### src/rtl/vlcsr_pkg.sv
package vlcsr_pkg;

    localparam logic [11:0] ADDR_VL    = 12'h4F0;
    localparam logic [11:0] ADDR_MVL   = 12'h4F1;
    localparam logic [11:0] ADDR_STATE = 12'h4F2;
    localparam logic [11:0] ADDR_CFG   = 12'h4F3;

    // One-hot select positions
    localparam int SEL_VL    = 0;
    localparam int SEL_MVL   = 1;
    localparam int SEL_STATE = 2;
    localparam int SEL_CFG   = 3;
    localparam int SEL_NUM   = 4;

    typedef logic [SEL_NUM-1:0] sel_t;

endpackage

### src/rtl/vlcsr_decode.sv
module vlcsr_decode
    import vlcsr_pkg::*;
(
    input  logic [11:0] addr_i,
    output sel_t        sel_o,
    output logic        unmapped_o
);
    always_comb begin
        sel_o            = '0;
        sel_o[SEL_VL]    = (addr_i == ADDR_VL);
        sel_o[SEL_MVL]   = (addr_i == ADDR_MVL);
        sel_o[SEL_STATE] = (addr_i == ADDR_STATE);
        sel_o[SEL_CFG]   = (addr_i == ADDR_CFG);
        unmapped_o       = ~|sel_o;
    end
endmodule

### src/rtl/vlcsr_lenclamp.sv
module vlcsr_lenclamp #(
    parameter int XLEN = 64
) (
    input  logic [XLEN-1:0]          wdata_i,
    input  logic [$clog2(XLEN):0]    mvl_i,
    output logic [$clog2(XLEN):0]    mvl_wr_o,
    output logic [$clog2(XLEN):0]    vl_wr_o,
    output logic [$clog2(XLEN):0]    st_mvl_o,
    output logic [$clog2(XLEN):0]    st_vl_o,
    output logic [$clog2(XLEN)-1:0]  st_src_o,
    output logic [$clog2(XLEN)-1:0]  st_dst_o
);
    localparam int OFF_W = $clog2(XLEN);
    localparam int LEN_W = OFF_W + 1;

    logic [XLEN-1:0]  mvl_ext;
    logic [OFF_W-1:0] f_mvl, f_vl, f_src, f_dst;
    logic [LEN_W-1:0] vl_cand, lim;

    always_comb begin
        mvl_ext = XLEN'(mvl_i);

        // Direct length writes, minus-one encoded, saturating
        if (wdata_i >= XLEN'(XLEN - 1)) mvl_wr_o = LEN_W'(XLEN);
        else                            mvl_wr_o = wdata_i[LEN_W-1:0] + LEN_W'(1);

        if (wdata_i >= mvl_ext - XLEN'(1)) vl_wr_o = mvl_i;
        else                               vl_wr_o = wdata_i[LEN_W-1:0] + LEN_W'(1);

        // Packed word: max length, then current length, then offsets
        f_mvl = wdata_i[OFF_W-1:0];
        f_vl  = wdata_i[2*OFF_W-1:OFF_W];
        f_src = wdata_i[3*OFF_W-1:2*OFF_W];
        f_dst = wdata_i[4*OFF_W-1:3*OFF_W];

        st_mvl_o = {1'b0, f_mvl} + LEN_W'(1);
        vl_cand  = {1'b0, f_vl} + LEN_W'(1);
        st_vl_o  = (vl_cand > st_mvl_o) ? st_mvl_o : vl_cand;
        lim      = st_vl_o - LEN_W'(1);
        st_src_o = ({1'b0, f_src} > lim) ? lim[OFF_W-1:0] : f_src;
        st_dst_o = ({1'b0, f_dst} > lim) ? lim[OFF_W-1:0] : f_dst;
    end
endmodule

### src/rtl/vlcsr_rmux.sv
module vlcsr_rmux
    import vlcsr_pkg::*;
#(
    parameter int XLEN = 64
) (
    input  sel_t                     sel_i,
    input  logic [$clog2(XLEN):0]    vl_i,
    input  logic [$clog2(XLEN):0]    mvl_i,
    input  logic [$clog2(XLEN)-1:0]  src_i,
    input  logic [$clog2(XLEN)-1:0]  dst_i,
    input  logic [XLEN-1:0]          cfg_i,
    output logic [XLEN-1:0]          rdata_o
);
    localparam int OFF_W = $clog2(XLEN);
    localparam int LEN_W = OFF_W + 1;

    logic [LEN_W-1:0] mvl_m1, vl_m1;

    always_comb begin
        mvl_m1  = mvl_i - LEN_W'(1);
        vl_m1   = vl_i - LEN_W'(1);
        rdata_o = '0;
        if (sel_i[SEL_VL]) begin
            rdata_o = XLEN'(vl_i);
        end else if (sel_i[SEL_MVL]) begin
            rdata_o = XLEN'(mvl_i);
        end else if (sel_i[SEL_STATE]) begin
            rdata_o[OFF_W-1:0]         = mvl_m1[OFF_W-1:0];
            rdata_o[2*OFF_W-1:OFF_W]   = vl_m1[OFF_W-1:0];
            rdata_o[3*OFF_W-1:2*OFF_W] = src_i;
            rdata_o[4*OFF_W-1:3*OFF_W] = dst_i;
        end else if (sel_i[SEL_CFG]) begin
            rdata_o = cfg_i;
        end
    end
endmodule

### src/rtl/vlcsr_top.sv
module vlcsr_top
    import vlcsr_pkg::*;
#(
    parameter int XLEN = 64
) (
    input  logic                     clk_i,
    input  logic                     rst_ni,
    input  logic                     csr_valid_i,
    input  logic                     csr_we_i,
    input  logic [11:0]              csr_addr_i,
    input  logic [XLEN-1:0]          csr_wdata_i,
    output logic                     csr_rvalid_o,
    output logic [XLEN-1:0]          csr_rdata_o,
    output logic                     csr_illegal_o,
    output logic [$clog2(XLEN):0]    vl_o,
    output logic [$clog2(XLEN):0]    mvl_o,
    output logic [$clog2(XLEN)-1:0]  src_off_o,
    output logic [$clog2(XLEN)-1:0]  dst_off_o
);
    localparam int OFF_W = $clog2(XLEN);
    localparam int LEN_W = OFF_W + 1;

    typedef struct packed {
        logic [LEN_W-1:0] mvl;
        logic [LEN_W-1:0] vl;
        logic [OFF_W-1:0] src;
        logic [OFF_W-1:0] dst;
        logic [XLEN-1:0]  cfg;
        logic             rvalid;
        logic             illegal;
        logic [XLEN-1:0]  rdata;
    } st_t;

    function automatic st_t reset_state();
        st_t s;
        s     = '0;
        s.mvl = LEN_W'(1);
        s.vl  = LEN_W'(1);
        return s;
    endfunction

    st_t cur_q, cur_d;

    sel_t             sel;
    logic             unmapped;
    logic [LEN_W-1:0] mvl_wr, vl_wr, st_mvl, st_vl;
    logic [OFF_W-1:0] st_src, st_dst;
    logic [XLEN-1:0]  rd_pre;
    logic             post_read;

    vlcsr_decode u_dec (
        .addr_i     (csr_addr_i),
        .sel_o      (sel),
        .unmapped_o (unmapped)
    );

    vlcsr_lenclamp #(.XLEN(XLEN)) u_clamp (
        .wdata_i  (csr_wdata_i),
        .mvl_i    (cur_q.mvl),
        .mvl_wr_o (mvl_wr),
        .vl_wr_o  (vl_wr),
        .st_mvl_o (st_mvl),
        .st_vl_o  (st_vl),
        .st_src_o (st_src),
        .st_dst_o (st_dst)
    );

    vlcsr_rmux #(.XLEN(XLEN)) u_rmux (
        .sel_i   (sel),
        .vl_i    (cur_q.vl),
        .mvl_i   (cur_q.mvl),
        .src_i   (cur_q.src),
        .dst_i   (cur_q.dst),
        .cfg_i   (cur_q.cfg),
        .rdata_o (rd_pre)
    );

    always_comb begin
        cur_d         = cur_q;
        cur_d.rvalid  = csr_valid_i;
        cur_d.illegal = csr_valid_i & unmapped;
        cur_d.rdata   = '0;
        post_read     = csr_we_i & (sel[SEL_VL] | sel[SEL_MVL]);
        if (csr_valid_i && !unmapped) begin
            if (csr_we_i) begin
                if (sel[SEL_VL]) begin
                    cur_d.vl = vl_wr;
                end else if (sel[SEL_MVL]) begin
                    cur_d.mvl = mvl_wr;
                end else if (sel[SEL_STATE]) begin
                    cur_d.mvl = st_mvl;
                    cur_d.vl  = st_vl;
                    cur_d.src = st_src;
                    cur_d.dst = st_dst;
                end else if (sel[SEL_CFG]) begin
                    cur_d.cfg = csr_wdata_i;
                end
            end
            // Length swaps report the stored (clamped) result
            if (post_read) begin
                cur_d.rdata = sel[SEL_VL] ? XLEN'(cur_d.vl) : XLEN'(cur_d.mvl);
            end else begin
                cur_d.rdata = rd_pre;
            end
        end
    end

    always_ff @(posedge clk_i) begin
        if (!rst_ni) cur_q <= reset_state();
        else         cur_q <= cur_d;
    end

    assign csr_rvalid_o  = cur_q.rvalid;
    assign csr_rdata_o   = cur_q.rdata;
    assign csr_illegal_o = cur_q.illegal;
    assign vl_o          = cur_q.vl;
    assign mvl_o         = cur_q.mvl;
    assign src_off_o     = cur_q.src;
    assign dst_off_o     = cur_q.dst;

endmodule

### config.mk
export PLATFORM = sky130hd
export DESIGN_NAME = vlcsr_top
export DESIGN_NICKNAME = d
export VERILOG_FILES = /design/src/rtl/vlcsr_pkg.sv /design/src/rtl/vlcsr_decode.sv /design/src/rtl/vlcsr_lenclamp.sv /design/src/rtl/vlcsr_rmux.sv /design/src/rtl/vlcsr_top.sv
export SDC_FILE = /design/constraint.sdc
export NUM_CORES = 1
export LEC_CHECK = 0
export BUFFER_PORTS_ARGS = -buffer_cell sky130_fd_sc_hd__buf_4
export CORE_ASPECT_RATIO = 1.4
export CORE_MARGIN = 3
export CORE_UTILIZATION = 50
export CTS_CLUSTER_SIZE = 16
export DETAILED_ROUTE_END_ITERATION = 12
export PLACE_DENSITY_LB_ADDON = 0.15
export RECOVER_POWER = 100
export SYNTH_ARGS = -nofsm -noshare
export SYNTH_HDL_FRONTEND = slang
export SYNTH_SLANG_ARGS = --single-unit
### constraint.sdc
create_clock -name clk_i -period 11.65 [get_ports clk_i]
set_input_delay 1.7475 -clock clk_i [delete_from_list [all_inputs] [get_ports clk_i]]
set_output_delay 1.7475 -clock clk_i [all_outputs]
set_load 0.03 [all_outputs]
==> results.py, run 1 <==
metrics = {
    "clock_network": {
        "numCtsBuffers": 17,
        "postCtsHoldBufs": 0,
        "cts_tree": "built",
        "post_cts.repair.setup_buffers": 0,
        "post_cts_resized": 0,
        "clkLatencyLatePin_ns": 0.43,
        "clock_path_buffers": 2,
        "clock-sinks": 156,
        "htreeDepth": 4,
        "cts.clk_slew.worst_paths_ns": 0.07,
        "ctsRootBufferMaster": "clkbuf_16",
    },
    "synth": {
        "yosysSeqAreaShare_pct": 34.7,
        "syn_area_um2": 8990,
        "ys_types": 60,
        "yosysMostFrequentCell": "nand2_1",
        "syn-num-nets": 1245,
        "synth.area.top_cells": "dfxtp_1, ha_1, buf_4",
        "synth_top_area_cell": "dfxtp_1",
        "synth_top_area_share_pct": 34.7,
        "syn_avg_cell_area_um2": 8.30,
        "synth_common_cells": "nand2_1, dfxtp_1, a21oi_1, buf_4, ha_1",
        "synthArstFlopShare_pct": 0,
        "synth_edf_count": 0,
        "synth_flop_cell": "dfxtp_1",
        "syn_inst": 1083,
        "ys_ff_latch": 156,
        "ys_warn_count": 0,
    },
    "routing": {
        "antenna_left": 0,
        "drtIter0Drc": 602,
        "vias": 7837,
        "post_drt_wl_per_cell_um": 18.5,
        "routed_wl_mm": 25.5,
        "drc": 0,
        "first_pass_iters": 6,
        "viasPerCell": 5.67,
    },
    "sta": {
        "slew_violations": 274,
        "setup_ws_ns": 4.11,
        "finalCriticalPeriod_ns": 7.54,
        "hold_ws_ns": 0.449,
        "fmax_mhz": 133,
        "fin_crit_sh_pct": 64.7,
        "hold_viol_final": 0,
        "max_slew_margin_pct": -101,
        "setup_viol": 0,
        "clock_skew_ns": 0.0129,
        "grt_setup_unrepaired": "no",
        "tns_ns": 0,
        "worstMarginPinSlew_ns": 3.02,
    },
    "global_route": {
        "track_usage_pct": 25.8,
        "grt_pass1_wl_mm": 40.1,
        "overflow": 0,
        "antenna_found_initial": 0,
        "grt_pass1_vias": 7552,
        "grt_max_degree": 65,
    },
    "pwr": {
        "p_leak_uw": 0.00391,
        "sw_frac_of_total_pct": 27.0,
        "fin_total_pwr_uw": 1240,
        "pwr-share-clk_pct": 43.0,
        "p_int_uw": 902,
        "ir_worst_vdd_uv": 77.7,
        "seq_power_share_pct": 43.2,
        "switchingPower_uw": 334,
        "power_density_nw_per_um2": 125,
        "p_comb_share_pct": 13.8,
    },
    "finish": {
        "area_delta_synth_final_pct": 9.80,
        "fill_cells": 1743,
        "diodes": 0,
        "nNetsFinal": 1295,
        "fin_util_pct": 56.5,
        "drive_above_1_share_pct": 10.6,
    },
    "outcome": {
        "outcome": "finished with violations",
        "violations": "max-capacitance violations, max-slew violations",
    },
    "run": {
        "cap_violations": 6,
    },
    "floorplan": {
        "core_um2": 17500,
        "start_util_pct": 51.5,
        "die_width_um": 119,
        "die-height_um": 165,
        "dieArea_um2": 19600,
        "ioPinCount": 172,
        "rows": 57,
    },
    "critical_path": {
        "cp.required_ns": 11.99,
        "critPathMaxFanout": 64,
        "critical_path_class": "in2reg",
        "cp.arrival_ns": 7.87,
        "critPathCaptureType": "flip-flop",
        "worstSetupStartpointType": "input port",
    },
    "place": {
        "hpwl_mm": 18.8,
        "pre_cts_ws_ns": 4.96,
        "gp_congestion": 0.981,
        "io_buffers": 171,
    },
    "hold_path": {
        "hold_path.class": "reg2reg",
    },
}
[worst paths after layout]
path                 start        end  slack (ns)  cells after the start
max          csr_addr_i[3]  cur_q[72]        4.11                      9
min              cur_q[92]  cur_q[92]        0.45                      2
max reg2reg       mvl_o[2]    vl_o[2]        4.91                     16
min reg2reg      cur_q[92]  cur_q[92]        0.45                      2
[flip-flops by register name (all words and copies together) (netlist names)]
name / flops
csr_illegal_o: 1
csr_rdata_o: 64
csr_rvalid_o: 1
cur_q: 64
dst_off_o: 6
mvl_o: 7
src_off_o: 6
vl_o: 7
[layer usage]
layer | vias to the layer above | part of all wire, % | track usage, %
met5 | - | 0 | 0
met4 | 0 | 4.8 | 13.2
met3 | 74 | 4.7 | 4.28
met2 | 264 | 52 | 47.4
met1 | 3661 | 39 | 28.6
li1 | 3838 | - | -
[power groups by stage]
stage          Sequential [uW]  Combinational [uW]  Clock, uW
6_report                   534                 171        531
5_1_grt                    533                 190        564
4_1_cts                    534                 182        541
3_5_place_dp               546                 180          0
3_3_place_gp               546                 179          0
2_1_floorplan              546                 115          0
[placed cells by master, fill, tap and decap left out, types with 14 or more instances in the layout]
cell type,instances
nand2_1,168
dfxtp_1,156
clkbuf_1,99
a21oi_1,92
ha_1,82
buf_4,78
nor2_1,57
and3_1,50
nand3_1,37
o21ai_0,31
a21o_1,29
inv_1,23
nand4_1,22
a22oi_1,18
clkbuf_16,17
mux2i_1,16
a21boi_0,16
nor3_1,15
nor4_1,14
[critical path: stages]
cell and delay [ns]:
clkbuf_4 0.11, nor4_1 0.28, nand3_1 0.11, nor2_1 0.57, and3_1 1.70, and3_2 0.38
clkbuf_1 2.11, nand2_1 0.53, a21oi_1 0.25
[metrics by stage]
step | instances | cell area [um^2]
2_1_floorplan | 1083 | 8990
3_3_place_gp | 1350 | 9730
3_5_place_dp | 1350 | 9730
4_1_cts | 1382 | 10300
5_1_grt | 1382 | 9870
6_report | 1382 | 9870
[cell type report]
cell class	instances	area, um^2	share of cell area, %
multi-input cells	758	4840	49.0
well taps	236	295	2.99
inverters	23	86.3	0.875
clock inverters	14	135	1.37
flip-flops and latches	156	3120	31.6
clock buffers	18	429	4.35
repair buffers	177	961	9.74
[cells by family (layout without fill, tap and decap cells)]
family / after synthesis / in the layout / synth area share (%)
XOR/XNOR: 27 / 27 / 2.88
buffers and inverters: 169 / 232 / 10.8
flip-flops: 156 / 156 / 34.7
multiplexers: 18 / 18 / 2.03
AND/OR/NAND/NOR: 396 / 396 / 20.9
adder cells (fa/ha/maj): 86 / 86 / 11.9
AO/OA/AOI/OAI: 231 / 231 / 16.7
(Power assumes the default switching activity.)
==> run 2: changes to the inputs <==
Clock period 11.65 ns to 7.3 ns, I/O delays scaled along.
==> results.py, run 2 (synthesis results as in run 1) <==
metrics = {
    "place": {
        "dpl-instance-area_um2": 9730,
        "io_buffers": 171,
        "hpwl_mm": 19.1,
        "gp_congestion": 0.979,
    },
    "clock_network": {
        "postCtsHoldBufs": 0,
        "clock_path_buffers": 2,
        "ctsRootBufferMaster": "clkbuf_16",
        "cts_tree": "built",
        "clock-sinks": 156,
        "post_cts_resized": 0,
        "clkLatencyLatePin_ns": 0.43,
        "htreeDepth": 4,
        "numCtsBuffers": 17,
        "post_cts.repair.setup_buffers": 0,
        "cts.clk_slew.worst_paths_ns": 0.06,
    },
    "floorplan": {
        "start_util_pct": 51.5,
        "dieArea_um2": 19600,
        "ioPinCount": 172,
        "die_width_um": 119,
        "core_um2": 17500,
        "die-height_um": 165,
        "rows": 57,
    },
    "sta": {
        "setup_viol": 0,
        "max_slew_margin_pct": -47.9,
        "fin_crit_sh_pct": 85.0,
        "tns_ns": 0,
        "slew_violations": 189,
        "fmax_mhz": 161,
        "clock_skew_ns": 0.0199,
        "worstMarginPinSlew_ns": 2.22,
        "grt_setup_unrepaired": "no",
        "finalCriticalPeriod_ns": 6.21,
        "hold_viol_final": 0,
    },
    "routing": {
        "viasPerCell": 5.65,
        "met3_length_mm": 1.20,
        "drc": 0,
        "dr_wl_met2_mm": 13.4,
        "top_layer": "met4",
        "drtIter0Drc": 616,
        "routed_wl_mm": 25.7,
        "post_drt_wl_per_cell_um": 18.6,
        "antenna_left": 0,
        "vias": 7806,
        "wl_met1_mm": 9.95,
        "first_pass_iters": 5,
    },
    "critical_path": {
        "worstSetupStartpointType": "input port",
        "cp.required_ns": 7.53,
        "critPathCaptureType": "flip-flop",
        "worst_r2r_path_depth": 16,
        "reg2reg_from": "mvl_o[2]",
        "r2r_end": "vl_o[2]",
        "cp.arrival_ns": 6.43,
        "r2r_setup_slack_ns": 1.09,
        "critical_path_class": "in2reg",
        "critPathMaxFanout": 62,
    },
    "global_route": {
        "overflow": 0,
        "antenna_found_initial": 0,
        "grt_max_degree": 63,
        "track_usage_pct": 26.2,
        "grt_pass1_wl_mm": 40.4,
        "grt_pass1_vias": 7698,
    },
    "finish": {
        "layout_common_cells": "nand2_1, dfxtp_1, clkbuf_1, a21oi_1, ha_1",
        "drive_above_1_share_pct": 11.2,
        "diodes": 0,
        "final_cell_area_um2": 9950,
        "area_delta_synth_final_pct": 10.7,
        "nNetsFinal": 1295,
        "mostFrequentLayoutCell": "nand2_1",
        "fill_cells": 1750,
    },
    "run": {
        "cap_violations": 5,
    },
    "hold_path": {
        "hold_end": "cur_q[91]",
        "hold_path.class": "reg2reg",
        "hold_depth": 2,
        "hold_start": "cur_q[91]",
    },
    "pwr": {
        "power_density_nw_per_um2": 207,
        "p_int_uw": 1520,
        "p_comb_share_pct": 13.6,
        "sw_frac_of_total_pct": 26.5,
        "switchingPower_uw": 548,
        "p_leak_uw": 0.00396,
        "ir_worst_vdd_uv": 110,
        "seq_power_share_pct": 41.3,
        "pwr-share-clk_pct": 45.1,
    },
    "outcome": {
        "violations": "max-capacitance violations, max-slew violations",
        "outcome": "finished with violations",
    },
}
==> run 2: changes by cell type in the layout (fill, tap and decap cells not counted), sizes merged <==
cell | previous run | this run
clkinv | 5 | 2
buf | 78 | 80
bufinv | 1 | 3
clkbuf | 117 | 115
inv | 28 | 30
clkinvlp | 3 | 2
==> run 2: worst max-delay path by stage <==
stage / from / to / slack (ns) / depth (start not counted)
5_1_grt: csr_wdata_i[2] / src_off_o[2] / 0.61 / 21
2_1_floorplan: csr_wdata_i[4] / dst_off_o[2] / 1.95 / 23
6_report: csr_addr_i[3] / cur_q[94] / 1.09 / 9
3_5_place_dp: csr_wdata_i[2] / src_off_o[3] / 1.25 / 21
3_3_place_gp: csr_wdata_i[2] / dst_off_o[2] / 1.37 / 21
4_1_cts: csr_wdata_i[2] / src_off_o[3] / 1.70 / 21
==> run 2: area by class of cell <==
class	instances	area (um^2)	area share, %
Inverter	23	86.3	0.868
Sequential cell	156	3120	31.4
Clock buffer	18	429	4.31
Tap cell	236	295	2.97
Multi-Input combinational cell	758	4870	48.9
Timing Repair Buffer	177	970	9.74
Clock inverter	14	181	1.82
==> run 2: routing by layer <==
| layer | global-route usage (%) | vias up |
|---|---|---|
| li1 | - | 3833 |
| met2 | 48.4 | 255 |
| met3 | 4.18 | 72 |
| met1 | 28.6 | 3646 |
| met4 | 14.0 | 0 |
| met5 | 0 | - |
==> run 2: through the flow <==
stage | hold slack, ns | std cells | setup WS (ns) | util, % | power, uW
floorplan | 0.431 | 1083 | 1.95 | - | 1060
global placement | 0.437 | 1350 | 1.37 | 55.7 | 1160
detailed placement | 0.443 | 1350 | 1.25 | 55.7 | 1160
CTS | 0.453 | 1382 | 1.70 | 59.2 | 2080
global route | 0.469 | 1382 | 0.615 | 56.9 | 2150
finish | 0.449 | 1382 | 1.09 | 56.9 | 2060
==> run 2: worst max-delay path, stage by stage <==
cell and delay, ns:
clkbuf_4 0.11, nor4_1 0.26, nand3_1 0.10, nor2_1 0.59, and3_1 1.77, nand3_1 1.61
buf_4 0.69, nand2_1 0.11, a21oi_1 0.07
==> run 2: power by group through the flow <==
stage	Combinational (uW)	Clock [uW]	Sequential [uW]
detailed placement	286	0	871
floorplan	184	0	872
CTS	288	944	852
finish	281	931	852
global route	313	981	851
global placement	285	0	871
==> run 3: changes to the inputs <==
Settings changed: ABC_AREA from default to 1.
==> results.py, run 3 <==
metrics = {
    "clock_network": {
        "numCtsBuffers": 17,
        "cts.clk_slew.worst_paths_ns": 0.07,
        "clkLatencyLatePin_ns": 0.44,
        "cts_tree": "built",
        "clock_path_buffers": 2,
        "clock-sinks": 156,
        "postCtsHoldBufs": 0,
        "htreeDepth": 4,
        "post_cts.repair.setup_buffers": 0,
        "ctsRootBufferMaster": "clkbuf_16",
        "post_cts_resized": 0,
    },
    "critical_path": {
        "critPathSlowestCell": "xor2_1",
        "cpPeakStageDelay_ns": 0.35,
        "r2r_end": "csr_rdata_o[3]",
        "crit_path_start": "csr_wdata_i[0]",
        "critPathCaptureType": "flip-flop",
        "worst_r2r_path_depth": 20,
        "r2r_setup_slack_ns": 1.74,
        "cp.required_ns": 7.60,
        "cp.arrival_ns": 6.13,
        "critical_path_class": "in2reg",
        "cp_common_cell": "nand2_1",
        "worstSetupStartpointType": "input port",
        "critPathMaxFanout": 10,
        "reg2reg_from": "mvl_o[0]",
    },
    "sta": {
        "grt_setup_unrepaired": "no",
        "fmax_mhz": 171,
        "setup_ws_ns": 1.47,
        "tns_ns": 0,
        "fin_crit_sh_pct": 79.9,
        "finalCriticalPeriod_ns": 5.83,
        "hold_viol_final": 0,
        "worstMarginPinSlew_ns": 2.64,
        "max_slew_margin_pct": -76.2,
        "slew_violations": 206,
        "clock_skew_ns": 0.00870,
        "setup_viol": 0,
    },
    "place": {
        "pre_cts_ws_ns": 1.81,
        "gp_congestion": 0.952,
        "io_buffers": 171,
        "hpwl_mm": 18.8,
        "dpl-instance-area_um2": 10200,
    },
    "finish": {
        "drive_above_1_share_pct": 10.4,
        "area_delta_synth_final_pct": 9.85,
        "nNetsFinal": 1502,
        "diodes": 0,
        "fin_util_pct": 56.5,
        "final_cell_area_um2": 10300,
        "mostFrequentLayoutCell": "nand2_1",
        "fill_cells": 1858,
        "layout_common_cells": "nand2_1, dfxtp_1, inv_1, nor2_1, a21oi_1",
    },
    "routing": {
        "vias": 8499,
        "antenna_left": 0,
        "post_drt_wl_per_cell_um": 15.9,
        "first_pass_iters": 5,
        "viasPerCell": 5.34,
        "drc": 0,
        "routed_wl_mm": 25.3,
        "drtIter0Drc": 694,
    },
    "synth": {
        "ys_warn_count": 0,
        "yosysSeqAreaShare_pct": 33.3,
        "synth_edf_count": 0,
        "yosysMostFrequentCell": "nand2_1",
        "synth_top_area_share_pct": 33.3,
        "synth_flop_cell": "dfxtp_1",
        "ys_ff_latch": 156,
        "synth_common_cells": "nand2_1, dfxtp_1, inv_1, nor2_1, a21oi_1",
        "syn_avg_cell_area_um2": 7.37,
        "syn-num-nets": 1434,
        "ys_types": 46,
        "syn_inst": 1272,
        "synth.area.top_cells": "dfxtp_1, ha_1, nand2_1",
        "synthArstFlopShare_pct": 0,
        "synth_top_area_cell": "dfxtp_1",
        "syn_area_um2": 9370,
    },
    "outcome": {
        "violations": "max-capacitance violations, max-slew violations",
        "outcome": "finished with violations",
    },
    "floorplan": {
        "die_width_um": 122,
        "rows": 58,
        "ioPinCount": 172,
        "die-height_um": 168,
        "start_util_pct": 51.5,
        "core_um2": 18200,
        "dieArea_um2": 20500,
    },
    "run": {
        "cap_violations": 4,
    },
    "hold_path": {
        "hold_depth": 2,
        "hold_path.class": "reg2reg",
        "hold_start": "cur_q[99]",
        "hold_end": "csr_rdata_o[33]",
    },
    "pwr": {
        "fin_total_pwr_uw": 2030,
        "power_density_nw_per_um2": 198,
        "p_leak_uw": 0.00423,
        "ir_worst_vdd_uv": 142,
    },
    "global_route": {
        "antenna_found_initial": 0,
        "grt_pass1_vias": 8327,
        "grt_max_degree": 89,
        "grt_pass1_wl_mm": 40.9,
        "overflow": 0,
        "track_usage_pct": 24.7,
    },
}
==> run 3: cell count changes in the layout (fill, tap and decap cells not counted), moves of 15 or more <==
cell / before / now
nand2_1: 168 / 200
and3_1: 50 / 1
mux2i_1: 16 / 0
a21boi_0: 16 / 0
nand3_1: 38 / 58
a211oi_1: 7 / 45
nor2_1: 57 / 134
o21ai_0: 31 / 68
a21o_1: 29 / 0
a21oi_1: 92 / 113
inv_1: 23 / 153
a22oi_1: 16 / 1
==> run 3: worst max path at each step <==
stage	depth (start not counted)	slack (ns)	endpoint
6_report	30	1.47	dst_off_o[4]
2_1_floorplan	29	2.49	dst_off_o[0]
3_3_place_gp	30	1.97	dst_off_o[0]
5_1_grt	12	0.90	cur_q[103]
4_1_cts	30	2.22	dst_off_o[4]
3_5_place_dp	30	1.81	dst_off_o[0]
==> run 3: per-layer routing <==
metal  GRT usage (%)  routed length (um)  vias up
met4            8.24                 614        0
met1            30.1               10700     3864
met5               0                   0        -
met3            4.40                1410       58
met2            43.7               12600      279
li1                -                   -     4298
==> run 3: final cells by class <==
type	instances	area (um^2)	share of cell area [%]
multi-input combinational	828	4750	46.1
sequential	156	3120	30.3
timing repair buffer	178	966	9.38
inverter	159	597	5.80
clock buffer	17	425	4.13
tap	240	300	2.92
clock inverter	14	136	1.32
==> run 3: critical path: cells and delay by family <==
kind                       cells  cell delay (ns)
adders and majority gates      4             1.25
AOI/OAI and AO/OA              3             0.35
buffers and inverters          2             0.40
xor gates and xnor gates       1             0.35
and+or+nand+nor               20             2.69
==> run 3: where the power goes <==
group | switching (uW) | internal [uW]
combinational | 198 | 113
sequential | 0.213 | 851
clock | 397 | 474
==> run 3: stage by stage <==
stage	hold slack [ns]	std cells
after global placement	0.426	1561
after global routing	0.450	1592
after CTS	0.443	1592
after detailed placement	0.428	1561
final	0.439	1592
after floorplan	0.416	1272
==> run 3: logic make-up (layout without fill, tap and decap cells) <==
| family | after synthesis | in the layout | share of synthesized area, % |
|---|---|---|---|
| xor gates and xnor gates | 16 | 16 | 1.49 |
| buffers and inverters | 288 | 368 | 15.2 |
| DFF | 156 | 156 | 33.3 |
| AOI/OAI and AO/OA | 267 | 267 | 16.5 |
| adders and majority gates | 82 | 82 | 10.9 |
| and+or+nand+nor | 463 | 463 | 22.5 |
